**src/rtl/gpio_edge_pkg.sv**
```systemverilog
package gpio_edge_pkg;
   typedef enum logic [1:0] {
      SEL_DIR  = 2'd0,
      SEL_OUT  = 2'd1,
      SEL_MON  = 2'd2,
      SEL_EDGE = 2'd3
   } reg_sel_e;
endpackage

```
**src/rtl/gpio_sync.sv**
```systemverilog
module gpio_sync #(
   parameter int WIDTH  = 8,
   parameter int STAGES = 2
) (
   input  logic             clk,
   input  logic             rst_n,
   input  logic [WIDTH-1:0] d_i,
   output logic [WIDTH-1:0] q_o
);
   logic [STAGES-1:0][WIDTH-1:0] stg;

   generate
      if (STAGES < 2) begin : g_bad
         $error("gpio_sync needs at least two stages");
      end
      for (genvar s = 0; s < STAGES; s++) begin : g_stage
         if (s == 0) begin : g_first
            always_ff @(posedge clk or negedge rst_n)
               if (!rst_n) stg[0] <= '0;
               else        stg[0] <= d_i;
         end else begin : g_next
            always_ff @(posedge clk or negedge rst_n)
               if (!rst_n) stg[s] <= '0;
               else        stg[s] <= stg[s-1];
         end
      end
   endgenerate

   assign q_o = stg[STAGES-1];
endmodule

```
**src/rtl/gpio_edge_det.sv**
```systemverilog
module gpio_edge_det #(
   parameter int WIDTH = 8
) (
   input  logic             clk,
   input  logic             rst_n,
   input  logic [WIDTH-1:0] lvl_i,
   input  logic [WIDTH-1:0] watch_i,
   input  logic [WIDTH-1:0] is_out_i,
   input  logic [WIDTH-1:0] rise_i,
   output logic             any_o
);
   logic [WIDTH-1:0] hit;

   generate
      for (genvar k = 0; k < WIDTH; k++) begin : g_pin
         logic prev_q;
         always_ff @(posedge clk or negedge rst_n)
            if (!rst_n) prev_q <= 1'b0;
            else        prev_q <= lvl_i[k];

         logic up, down;
         assign up     = lvl_i[k] & ~prev_q;
         assign down   = ~lvl_i[k] & prev_q;
         assign hit[k] = watch_i[k] & ~is_out_i[k] & (rise_i[k] ? up : down);
      end
   endgenerate

   assign any_o = |hit;
endmodule

```
**src/rtl/gpio_pulse_gen.sv**
```systemverilog
module gpio_pulse_gen #(
   parameter int PULSE_CYC = 2
) (
   input  logic clk,
   input  logic rst_n,
   input  logic trig_i,
   output logic pulse_o
);
   localparam int CW = $clog2(PULSE_CYC + 1);

   generate
      if (PULSE_CYC < 1) begin : g_bad
         $error("gpio_pulse_gen needs a pulse of at least one cycle");
      end
   endgenerate

   logic [CW-1:0] left_q;

   always_ff @(posedge clk or negedge rst_n)
      if (!rst_n)             left_q <= '0;
      else if (trig_i)        left_q <= CW'(PULSE_CYC);
      else if (left_q != '0)  left_q <= left_q - 1'b1;

   assign pulse_o = (left_q != '0);
endmodule

```
**src/rtl/gpio_edge_port.sv**
```systemverilog
module gpio_edge_port #(
   parameter int WIDTH       = 8,
   parameter int SYNC_STAGES = 2,
   parameter int PULSE_CYC   = 2
) (
   input  logic             clk,
   input  logic             rst_n,
   input  logic             wr_en_i,
   input  logic [1:0]       wr_sel_i,
   input  logic [WIDTH-1:0] wr_data_i,
   input  logic [WIDTH-1:0] pin_i,
   output logic [WIDTH-1:0] pin_o,
   output logic [WIDTH-1:0] pin_oe_o,
   output logic [WIDTH-1:0] read_data_o,
   output logic             irq_o
);
   import gpio_edge_pkg::*;

   generate
      if (WIDTH < 1) begin : g_bad
         $error("gpio_edge_port needs at least one pin");
      end
   endgenerate

   logic [WIDTH-1:0] dir_q, out_q, mon_q, rise_q;
   logic [WIDTH-1:0] lvl;
   logic             edge_any;
   reg_sel_e         sel;

   assign sel = reg_sel_e'(wr_sel_i);

   always_ff @(posedge clk or negedge rst_n)
      if (!rst_n) begin
         dir_q  <= '0;
         out_q  <= '0;
         mon_q  <= '0;
         rise_q <= '0;
      end else if (wr_en_i) begin
         case (sel)
            SEL_DIR:  dir_q  <= wr_data_i;
            SEL_OUT:  out_q  <= wr_data_i;
            SEL_MON:  mon_q  <= wr_data_i;
            SEL_EDGE: rise_q <= wr_data_i;
            default:  ;
         endcase
      end

   gpio_sync #(.WIDTH(WIDTH), .STAGES(SYNC_STAGES)) u_sync (
      .clk(clk), .rst_n(rst_n), .d_i(pin_i), .q_o(lvl)
   );

   gpio_edge_det #(.WIDTH(WIDTH)) u_det (
      .clk(clk), .rst_n(rst_n), .lvl_i(lvl), .watch_i(mon_q),
      .is_out_i(dir_q), .rise_i(rise_q), .any_o(edge_any)
   );

   gpio_pulse_gen #(.PULSE_CYC(PULSE_CYC)) u_pulse (
      .clk(clk), .rst_n(rst_n), .trig_i(edge_any), .pulse_o(irq_o)
   );

   assign pin_o       = out_q;
   assign pin_oe_o    = dir_q;
   assign read_data_o = (dir_q & out_q) | (~dir_q & lvl);
endmodule

```
**config.mk**
```make
export PLATFORM = sky130hd
export DESIGN_NAME = gpio_edge_port
export DESIGN_NICKNAME = d
export VERILOG_FILES = /design/src/rtl/gpio_edge_pkg.sv /design/src/rtl/gpio_sync.sv /design/src/rtl/gpio_edge_det.sv /design/src/rtl/gpio_pulse_gen.sv /design/src/rtl/gpio_edge_port.sv
export SDC_FILE = /design/constraint.sdc
export NUM_CORES = 1
export LEC_CHECK = 0
export BUFFER_PORTS_ARGS = -buffer_cell sky130_fd_sc_hd__buf_2
export CAP_MARGIN = 5
export CORE_UTILIZATION = 53
export DETAILED_ROUTE_END_ITERATION = 10
export HOLD_SLACK_MARGIN = 0.15
export PLACE_DENSITY = 0.78
export SLEW_MARGIN = 20
export SYNTH_ARGS = -nofsm -noshare
export SYNTH_HDL_FRONTEND = slang
export SYNTH_SLANG_ARGS = --single-unit
```
**constraint.sdc**
```tcl
create_clock -name clk -period 1.71 [get_ports clk]
set_input_delay 0.342 -clock clk [delete_from_list [all_inputs] [get_ports clk]]
set_output_delay 0.342 -clock clk [all_outputs]
set_load 0.005 [all_outputs]
```
Word-level counts from Yosys, hierarchy flattened
Cells that the tools add are included. W data, S select, Z words.

Divide/modulo/power cells: 0. Add/sub/neg operators: 1. Order comparisons: 0. Multipliers: 0. Bitwise operators: 60. Reductions and logical operators: 8. Muxes and demuxes: 10. Equal/unequal tests: 3. Shifts and indexed selects: 0.

Operator list (count): $and A1 B1 Y1 (32); $not A1 Y1 (24); $and A8 B8 Y8 (2); $mux W1 (8); $not A8 Y8 (1); $or A8 B8 Y8 (1); $reduce_and A2 Y1 (4); $reduce_or A8 Y1 (1); $eq A2 B2 Y1 const B (2); $mux W2 (2); $reduce_bool A2 Y1 (2); $eq A2 B1 Y1 const B (1); $logic_not A2 Y1 (1); $sub A2 B1 Y2 const B (1).

Bits in registers: 58. Bits of input ports: 21. RAM bits: 0. Memories kept: 0. ROM bits: 0. Bits in latches: 0.

Longest topological paths before layout
Depth in word-level cells: 6. Depth in mapped cells: 5.

Modules after synthesis
Synthesis repeated with hierarchy kept, for this count alone.

Cells, all modules: 156. Area, all modules: 2282.2 sq um.

By module, submodules not included: gpio_edge_port (area each 1302.5 sq um, cells each 76, instances 1); gpio_sync (area each 460.4 sq um, cells each 24, instances 1); gpio_edge_det (area each 411.6 sq um, cells each 45, instances 1); gpio_pulse_gen (area each 107.6 sq um, cells each 11, instances 1).

Least setup slack after synthesis
Ideal clock, no wire load.

Path type: register -> register. From: register u_sync.stg, in the netlist u_sync.q_o[1]. To: register u_pulse.left_q[0]. Data arrival time: 1192 ps. Path buffers: 0. Stages on the path, launching flop included: 5. Path slack: 397 ps. Required time: 1590 ps. Clock period less this slack: 1313 ps. Setup time: 120 ps. Cell sequence: dfrtp_1 -> or3b_2 -> a21oi_1 -> a2111oi_2 -> and4_1.

Word-level cells in the longest chain between the ends: 6. Elaborated cells on any way between the ends: 8. Those cells by class: 2 x mux; 4 x bitwise; 2 x reduce/logical.

RTL lines: start, declared (line gpio_sync.sv:10) `logic [STAGES-1:0][WIDTH-1:0] stg;`; start signal, assigned by index (line gpio_sync.sv:24) `else stg[s] <= stg[s-1];`; $not A1 Y1 (line gpio_edge_det.sv:23) `assign down = ~lvl_i[k] & prev_q;`; $and A1 B1 Y1 (line gpio_edge_det.sv:23); $mux W1 * (line gpio_edge_det.sv:24) `assign hit[k] = watch_i[k] & ~is_out_i[k] & (rise_i[k] ? up : down);`; $and A1 B1 Y1 * (line gpio_edge_det.sv:24); $reduce_or A8 Y1 * (line gpio_edge_det.sv:28) `assign any_o = |hit;`; $mux W2 / $reduce_bool A2 Y1 (equally long branches); end signal, assigned (line gpio_pulse_gen.sv:21) `else if (trig_i) left_q <= CW'(PULSE_CYC);`; end signal, assigned (line gpio_pulse_gen.sv:22) `else if (left_q != '0) left_q <= left_q - 1'b1;`; end, declared (line gpio_pulse_gen.sv:17) `logic [CW-1:0] left_q;`.

Every way passes the cells marked *; elsewhere a longest branch is shown, timed or not. A chain may end at the register's enable or synchronous reset.

Final worst setup path
From: register dir_q[6], in the netlist pin_oe_o[6]. To: output read_data_o[6].

Word-level cells in the longest chain between the ends: 3. Elaborated cells on any way between the ends: 4. Those cells by class: 4 x bitwise.

RTL lines: start, declared (line gpio_edge_port.sv:25) `logic [WIDTH-1:0] dir_q, out_q, mon_q, rise_q;`; start signal, assigned (line gpio_edge_port.sv:40) `SEL_DIR: dir_q <= wr_data_i;`; $not A8 Y8 (line gpio_edge_port.sv:63) `assign read_data_o = (dir_q & out_q) | (~dir_q & lvl);`; $and A8 B8 Y8 (line gpio_edge_port.sv:63); $or A8 B8 Y8 * (line gpio_edge_port.sv:63); end, declared (line gpio_edge_port.sv:14) `output logic [WIDTH-1:0] read_data_o,`.

Marks and branches as above.

==> flow_summary.json <==
{
  "holdBufCountCts": 9,
  "fin_setup_tns_ns": 0,
  "critPathMaxFanout": 4,
  "yosysWarnings": 0,
  "post_cts_resized": 0,
  "vias": 1437,
  "synthCells": 148,
  "start_util_pct": 55.22,
  "die_w_um": 66.79,
  "crit_arrival_ns": 1.23,
  "r2r_end": "u_pulse.left_q[0]$_DFFE_PN0P_",
  "path_clk_slew_ns": 0.06,
  "status": "complete, no violations",
  "ff2ff_setup_slack_ns": 0.26,
  "io_pins": 46,
  "crit_type": "reg -> out",
  "ys_seq_area_share_pct": 65.24,
  "wirelength_um": 4122,
  "routabilityCongestion": 0.7520,
  "port_buffers": 45,
  "cts_tree": "built",
  "whs_endpoint": "pin_oe_o[7]$_DFFE_PN0P_",
  "setup_viol": 0,
  "fin_crit_ns": 1.571,
  "syn_nets": 170,
  "holdCritStartpoint": "wr_data_i[7]",
  "antenna_found_initial": 0,
  "clock_tree.htree_level_count": 3,
  "crit_path_max_incr_delay_ns": 0.41,
  "cts_root_buf": "clkbuf_8",
  "clock_latency_ns": 0.33,
  "drt_iter0_markers": 99,
  "drcViolationCount": 0,
  "path_buf_inv": 1,
  "synth.cell_area_um2": 2225,
  "required_ns": 1.37,
  "layout-drive-gt1-share_pct": 48.87,
  "wl_per_cell_um": 15.21,
  "crit_slowest_cell": "dfrtp_1",
  "worst_pin_slew_ns": 0.3078,
  "slew_violations": 0,
  "power.leakage_nw": 1.305,
  "clockBufferDepth": 2,
  "final_cells": 271,
  "dpl.cell_count": 246,
  "reg2reg_depth": 4,
  "fin_util_pct": 70.47,
  "grt.total_usage_pct": 21.71,
  "drt-pass1-iter-count": 4,
  "std_cell_rows": 23,
  "grt_pass1_wl_um": 6589,
  "core_area_um2": 4029,
  "fmax_ghz": 0.6366,
  "overflow": 0,
  "numCtsBuffers": 9,
  "ir_drop_mv": 0.7829,
  "rsz0062_at_grt": "no",
  "syn_to_final_growth_pct": 27.62,
  "drv_cap": 0,
  "final_antenna_net_count": 0,
  "relSlewSlack_pct": 79.37,
  "vias_per_cell": 5.303,
  "yosys_register_bits": 58,
  "crit_chain": "mux2_2 > buf_2",
  "die_y_um": 66.79,
  "start_kind": "register",
  "rr_startpoint": "u_sync.q_o[0]$_DFF_PN0_",
  "grt_max_degree": 59,
  "finalHoldViolCount": 0,
  "endpoint_kind": "output pin",
  "clock_skew_ns": 0.003256,
  "nets": 238,
  "cts.sinks": 58,
  "hold_path.class": "in -> reg",
  "grt_pass1_vias": 1455,
  "diodes": 0,
  "power_density_nw_per_um2": 1246,
  "whs_path_depth": 3,
  "die_area_um2": 4460,
  "avgSynthCellArea_um2": 15.03,
  "ys_types": 23,
  "cts_setup_buffers": 0,
  "cp_top_family": "flip-flops",
  "period_share_pct": 91.87
}
-- area by class of cell --
class                      count  area (um2)
tap                           50       62.56
clock inverter                 1       5.005
sequential                    58        1451
fill                         304        1190
multi-input combinational     85       754.5
clock buffer                  15       196.4
timing repair buffer          57       350.3
inverter                       5       18.77
-- worst reg2reg max path, stage by stage, from the launching register on --
cell and delay (ns):
dfrtp_1 0.40, or3b_2 0.47, a21oi_1 0.19, a31oi_1 0.09, and4_1 0.19
-- kinds of logic (layout without fill, tap and decap cells) --
| group | after synthesis | count (layout) | share of synthesized area, % |
|---|---|---|---|
| and+or+nand+nor | 31 | 31 | 9.674 |
| muxes | 38 | 38 | 19.24 |
| buffers and inverters | 5 | 78 | 0.8437 |
| adders and majority gates | 1 | 1 | 0.5623 |
| xor gates and xnor gates | 1 | 1 | 0.3938 |
| AOI/OAI and AO/OA | 14 | 14 | 4.049 |
| DFF | 58 | 58 | 65.24 |
-- per-layer routing --
layer	global-route usage, %	vias up	wire [um]
li1	-	662	-
met1	26.10	725	1822
met2	33.21	39	1997
met3	9.075	11	205
met4	11.17	0	96
met5	0	-	0
-- cells in the mapped netlist --
master | n | share of area [%]
a2111oi_2 | 1 | 0.67
a21oi_1 | 5 | 1.1
a31oi_1 | 1 | 0.28
a32oi_1 | 1 | 0.39
and4_1 | 1 | 0.39
dfrtp_1 | 58 | 65
ha_1 | 1 | 0.56
inv_1 | 5 | 0.84
mux2_2 | 38 | 19
nand2_1 | 6 | 1.0
nand2b_1 | 8 | 2.2
nand3_1 | 1 | 0.22
nand3b_1 | 4 | 1.3
nand3b_2 | 2 | 1.0
nand4_1 | 1 | 0.28
nor2_1 | 1 | 0.17
nor2b_1 | 2 | 0.56
nor3b_4 | 1 | 0.84
o21ai_0 | 2 | 0.45
o22ai_1 | 4 | 1.1
or3b_1 | 1 | 0.39
or3b_2 | 3 | 1.2
xnor2_1 | 1 | 0.39
-- flip-flops by register name (all words and copies together) (netlist names) --
name and count:
u_pulse.left_q 2, mon_q 8, u_sync.stg 8, pin_o 8, pin_oe_o 8, u_det.g_pin.prev_q 8, rise_q 8, u_sync.q_o 8
-- metrics by stage --
stage | instance area (um2) | worst slack, ns | power [mW] | hold slack (ns)
3_5_place_dp | 2547 | 0.2853 | 2.339 | 0.3347
4_1_cts | 2839 | 0.1244 | 3.582 | 0.2601
2_1_floorplan | 2225 | 0.3974 | 2.064 | 0.04641
5_1_grt | 2839 | 0.06504 | 3.731 | 0.2725
6_report | 2839 | 0.1391 | 3.537 | 0.2723
3_3_place_gp | 2547 | 0.2931 | 2.298 | 0.3316
-- power by group --
part           switching, mW  total [mW]  internal [mW]  leakage, nW
sequential             0.135        1.71           1.57        0.683
combinational          0.252       0.619          0.367        0.517
clock                  0.490        1.21          0.722        0.106
-- worst max-delay path by stage --
| stage | cells after the start | start | to |
|---|---|---|---|
| 6_report | 2 | pin_oe_o[6]$_DFFE_PN0P_ | read_data_o[6] |
| 5_1_grt | 4 | u_pulse.left_q[0]$_DFFE_PN0P_ | irq_o |
| 4_1_cts | 2 | pin_oe_o[6]$_DFFE_PN0P_ | read_data_o[6] |
| 3_5_place_dp | 4 | u_sync.q_o[0]$_DFF_PN0_ | u_pulse.left_q[0]$_DFFE_PN0P_ |
| 3_3_place_gp | 4 | u_sync.q_o[0]$_DFF_PN0_ | u_pulse.left_q[0]$_DFFE_PN0P_ |
| 2_1_floorplan | 4 | u_sync.q_o[1]$_DFF_PN0_ | u_pulse.left_q[0]$_DFFE_PN0P_ |
-- layout by cell type, fill, tap and decap left out, types with 2 or more instances in the layout --
cell / Yosys / final
buf_2: 0 / 45
clkbuf_8: 0 / 14
o22ai_1: 4 / 4
nand2b_1: 8 / 8
or3b_2: 3 / 3
buf_4: 0 / 2
nand3b_2: 2 / 2
o21ai_0: 2 / 2
nor2b_1: 2 / 2
dfrtp_1: 58 / 58
mux2_2: 38 / 38
nand2_1: 6 / 6
nand3b_1: 4 / 4
a21oi_1: 5 / 5
inv_1: 5 / 5
dlygate4sd3_1: 0 / 9
(Power assumes the default switching activity.)
